<file path="src/rtl/dm89_prescaler.sv">
module dm89_prescaler (
  input  logic clk_in,
  input  logic rst_n,
  input  logic mod_sel,
  output logic clk_out,
  output logic period_tick
);

  logic q1, q2;
  logic t1, t2;
  logic sel_q;
  logic tick_q;

  wire stretch  = ~sel_q & t1 & t2;
  wire core_end = ~q1 & ~(q2 & stretch);
  wire per_end  = core_end & t1 & t2;

  always_ff @(posedge clk_in or negedge rst_n) begin
    if (!rst_n) begin
      q1 <= 1'b0;
      q2 <= 1'b0;
    end else begin
      q1 <= ~(q1 | (q2 & stretch));
      q2 <= q1;
    end
  end

  always_ff @(posedge clk_in or negedge rst_n) begin
    if (!rst_n) begin
      t1 <= 1'b1;
      t2 <= 1'b1;
    end else if (core_end) begin
      t1 <= ~t1;
      if (t1) t2 <= ~t2;
    end
  end

  always_ff @(posedge clk_in or negedge rst_n) begin
    if (!rst_n) begin
      sel_q  <= 1'b0;
      tick_q <= 1'b0;
    end else begin
      tick_q <= per_end;
      if (per_end) sel_q <= mod_sel;
    end
  end

  assign clk_out     = ~t2;
  assign period_tick = tick_q;

  AST_TICK_ON_RISE: assert property (@(posedge clk_in) disable iff (!rst_n)
    period_tick |-> (clk_out && !$past(clk_out)));
  AST_TICK_SINGLE: assert property (@(posedge clk_in) disable iff (!rst_n)
    period_tick |=> !period_tick);
  AST_RISE_HAS_TICK: assert property (@(posedge clk_in) disable iff (!rst_n)
    $rose(clk_out) |-> period_tick);
  AST_SEL_HELD: assert property (@(posedge clk_in) disable iff (!rst_n)
    !period_tick |-> $stable(sel_q));
  AST_CORE_LEGAL: assert property (@(posedge clk_in) disable iff (!rst_n)
    !(q1 && q2));

endmodule

</file>
<file path="config.mk">
export PLATFORM = sky130hd
export DESIGN_NAME = dm89_prescaler
export DESIGN_NICKNAME = d
export VERILOG_FILES = /design/src/rtl/dm89_prescaler.sv
export SDC_FILE = /design/constraint.sdc
export NUM_CORES = 1
export LEC_CHECK = 0
export ABC_AREA = 1
export BUFFER_PORTS_ARGS = -buffer_cell sky130_fd_sc_hd__buf_2
export CAP_MARGIN = 20
export CORE_AREA = 2 2 39 41
export CTS_BUF_LIST = sky130_fd_sc_hd__clkbuf_2
export DETAILED_ROUTE_END_ITERATION = 8
export DIE_AREA = 0 0 41 43
export MAX_ROUTING_LAYER = met4
export PLACE_DENSITY = 0.34
export SYNTH_ARGS = -nofsm -noshare
export SYNTH_HDL_FRONTEND = slang
export SYNTH_SLANG_ARGS = --single-unit
</file>
<file path="constraint.sdc">
create_clock -name clk_in -period 1.05 [get_ports clk_in]
set_input_delay 0.21 -clock clk_in [delete_from_list [all_inputs] [get_ports clk_in]]
set_output_delay 0.21 -clock clk_in [all_outputs]
set_load 0.01 [all_outputs]
</file>
Yosys cells after proc, flatten, opt, wreduce, memory -nomap -nowiden
Cells that the tools add are included.

word-level totals
  word-level logic and storage cells = 20
  input bits = 3
  output and inout port bits = 2
  bits in registers = 6

operators by class
  bitwise operators = 13
  reductions and logical operators = 1

operators with widths
  operator             number
  AND 1 bit            6
  NOT 1 bit            6
  AND reduction 2 bit  1
  bitwise OR 1 bit     1

Logic depth before layout (Yosys ltp)
  depth in word-level cells = 8
  mapped depth = 6
  gate-level depth less buffers = 6

Least setup slack after synthesis
Ideal clock, no wire load.

  path type = register -> register
  start point = reg t1
  end point = reg sel_q
  slack = 0.124 ns
  clock period less this slack = 0.926 ns
  setup time = 0.117 ns
  stages on the path, launching flop included = 6
  arrival time = 0.809 ns
  required time = 0.933 ns
  path buffers = 0
  path through = dfstp_2 nand2_1 inv_2 nand3_1 nand2_1 nand2_1

between the ends
  cells in the longest elaborated chain, start to end = 7

ends and longest elaborated chain
  what                        line  source
  from (decl)                 10    logic t1, t2;
  from (signal assigned)      33    t1 <= ~t1;
  AND 1 bit (2 in a row)      14    wire stretch = ~sel_q & t1 & t2;
  AND 1 bit                   15    wire core_end = ~q1 & ~(q2 & stretch);
  NOT 1 bit                   15
  AND 1 bit                   15
  AND 1 bit (*) (2 in a row)  16    wire per_end = core_end & t1 & t2;
  to (signal assigned)        44    if (per_end) sel_q <= mod_sel;
  to (decl)                   11    logic sel_q;

Mark *: on every way between the ends. The rest lies on a longest branch, timed or not.
A chain may end at the register's enable or synchronous reset.

Worst setup path after layout
  start point = reg t2
  end point = out clk_out

between the ends
  cells in the longest elaborated chain, start to end = 1

ends and longest elaborated chain
  what                    line  source
  from (decl)             10
  from (signal assigned)  34    if (t1) t2 <= ~t2;
  NOT 1 bit               48    assign clk_out = ~t2;
  to (decl)               5     output logic clk_out,

No other way between the ends.

==> impl_metrics.tcl <==
set metrics [dict create \
    crit_path_end_kind "output port" \
    clock_latency_ps 240 \
    root_buffer "clkbuf_2" \
    dieArea_sq_um 1763 \
    synth_seq_cells 6 \
    crit_chain "inv_2, buf_6" \
    placedCellCount 49 \
    num_antenna_cells 0 \
    p_per_area_nw_per_um2 3104 \
    antenna_found_initial 0 \
    p_sw_share_pct 39.08 \
    start_util_pct 17.63 \
    synth_top_area_cell "dfrtp_1" \
    cts_tree "done" \
    fmax_mhz 890.2 \
    timing.rr.end "t1" \
    comb_power_share_pct 40.4 \
    die_y_um 43 \
    r2r-start "t2" \
    final_hold_viol_count 0 \
    cp.arrival_ps 910 \
    wirelength_um 477 \
    mostFrequentLayoutCells "8 x nand2_1, 7 x inv_1, 4 x clkbuf_2, 4 x dfrtp_1, 3 x buf_2" \
    path_clk_slew_ps 70 \
    cp_num_buf_inv 2 \
    finClkSkew_ps 8.621 \
    synth_area_sq_um 244.0 \
    setup_viol 1 \
    ys_types 9 \
    n_fill_cell 161 \
    final_layout_size_suffix_gt1_share_pct 41.03 \
    min_to "sel_q" \
    cp_max_fo 2 \
    drv_cap 0 \
    ir_drop_mv 0.6151 \
    finalCritPeriodShare_pct 107.0 \
    ios 5 \
    port_buffers 4 \
    ff2ff_path_depth 6 \
    drc 0 \
    synth_cells 29 \
    worstPathRequired_ps 840 \
    min_path_type "in -> reg" \
    ant_nets 0 \
    whs_path_depth 3 \
    crit_type "reg -> out" \
    p_clk_share_pct 18.4 \
    syn-num-nets 32 \
    reg2reg_slack_ps 80 \
    firstDrtPassIters 2 \
    place_congestion 0.7106 \
    p_leak_nw 0.2019 \
    nNetsFinal 43 \
    clockBufferDepth 2 \
    fin_ws_ps -73.30 \
    ys_seq_area_share_pct 62.56 \
    final_cells 55 \
    setup_tns_ps -73.30 \
    grt_pass1_wl_um 828 \
    num_vias 201 \
    seq_power_share_pct 41.3 \
    overflow 0 \
    slew-limit-headroom_pct 87.64 \
    crit_family "flip-flops" \
    grt_pass1_vias 209 \
    violations "setup timing" \
    ctsHtreeMaxLevel 1 \
    grt_max_degree 7 \
    cp-start-kind "flop" \
    p_switching_uw 418.8 \
    numCtsBuffers 3 \
    internal_power_uw 653.0 \
    wl_per_cell_um 8.673 \
    grt_util_all_layers_pct 8.368 \
    cts.sinks 6 \
    hpwlAfterDp_um 348.6 \
    rows 14 \
    worst_pin_slew_ps 185.2 \
    period_minus_slack_ps 1123 \
    yosysTopAreaCellShare_pct 41.03 \
    detail_route.iter0.violations 3 \
    syn_area_per_cell_sq_um 8.413 \
    final_common_cell "nand2_1" \
    ys_warn_count 0 \
    synth_area_leaders "dfrtp_1 41%, dfstp_2 22%, nand2_1 15%" \
    cpMaxStageDelayCell "dfstp_2" \
    syn2layout_area_growth_pct 41.54 \
    final_util_pct 24.95 \
    vias_per_cell 3.655 \
    rsz0062_at_grt "true" \
    core_area_sq_um 1384 \
    die_w_um 41 \
    status "complete, but fails checks" \
    holdCritStartpoint "mod_sel" \
    drv_slew 0 \
    max_stage_delay_ps 540 \
]
how the worst max path moves through the flow:
stage	from	endpoint	slack, ps	cells past startpoint
3_3_place_gp	t1	sel_q	50	5
4_1_cts	t2	clk_out	-80	2
5_1_grt	t2	clk_out	-120	2
2_1_floorplan	t1	sel_q	120	5
6_report	t2	clk_out	-70	2
3_5_place_dp	t1	sel_q	40	5
routing by layer:
layer  share of wire (%)  wire length [um]  GRT usage [%]
met1                  41               196          7.818
met2                  46               220          10.31
met3                 5.5                26          3.141
met4                 7.1                34          12.00
met5                   0                 0              -
power groups by stage:
stage / Sequential, mW / Combinational [mW] / Clock, mW
after floorplan: 0.434 / 0.228 / 0
final: 0.442 / 0.433 / 0.197
after global placement: 0.437 / 0.314 / 0
after global routing: 0.459 / 0.497 / 0.222
after detailed placement: 0.441 / 0.321 / 0
after CTS: 0.440 / 0.351 / 0.207
what timing repair did:
| action | 4_1_cts | 5_1_grt |
|---|---|---|
| endpoints found under the setup margin | 1 | 3 |
| buffers inserted | 0 | 1 |
| hold buffers | 1 | 0 |
| pin swaps | 0 | 1 |
| hold endpoints to repair | 4 | 0 |
| resized for setup | 2 | 4 |
registers in the layout, summed over array words and instances, names as in the netlist:
register / count
q2: 1
period_tick: 1
t1: 1
t2: 1
sel_q: 1
q1: 1
Yosys cell counts, drive strengths merged:
| library cell | count |
|---|---|
| dfstp | 2 |
| nand3 | 1 |
| nor2 | 1 |
| dfrtp | 4 |
| o21ai | 1 |
| inv | 9 |
| nand2 | 10 |
| nand4 | 1 |
layout make-up:
cell class | count | area, sq um | share of cell area [%]
Clock buffer | 4 | 20.02 | 5.797
Inverter | 9 | 33.78 | 9.783
Multi-Input combinational cell | 14 | 75.07 | 21.74
Sequential cell | 6 | 152.6 | 44.20
Tap cell | 16 | 20.02 | 5.797
Timing Repair Buffer | 6 | 43.79 | 12.68
cells by family after synthesis:
group                  after synthesis  share of synthesized area [%]
AND/OR/NAND/NOR                     13                          21.54
flip-flops                           6                          62.57
buffers and inverters                9                          13.85
AO/OA/AOI/OAI                        1                          2.049
through the flow:
step | setup WS, ps | hold WS (ps) | power (mW) | instance area [sq um]
5_1_grt | -123.1 | 217.3 | 1.178 | 345.3
4_1_cts | -83.32 | 213.6 | 0.9984 | 320.3
6_report | -73.30 | 219.5 | 1.072 | 345.3
3_3_place_gp | 54.62 | 43.52 | 0.7511 | 284.0
3_5_place_dp | 42.12 | 47.70 | 0.7621 | 284.0
2_1_floorplan | 124.0 | -85.59 | 0.6622 | 244.0
worst min-delay path, cell delays in order:
cell     delay (ps)
buf_2            90
nand4_1          70
nand2_1          50
No activity file was read; power rests on OpenSTA's default activity.
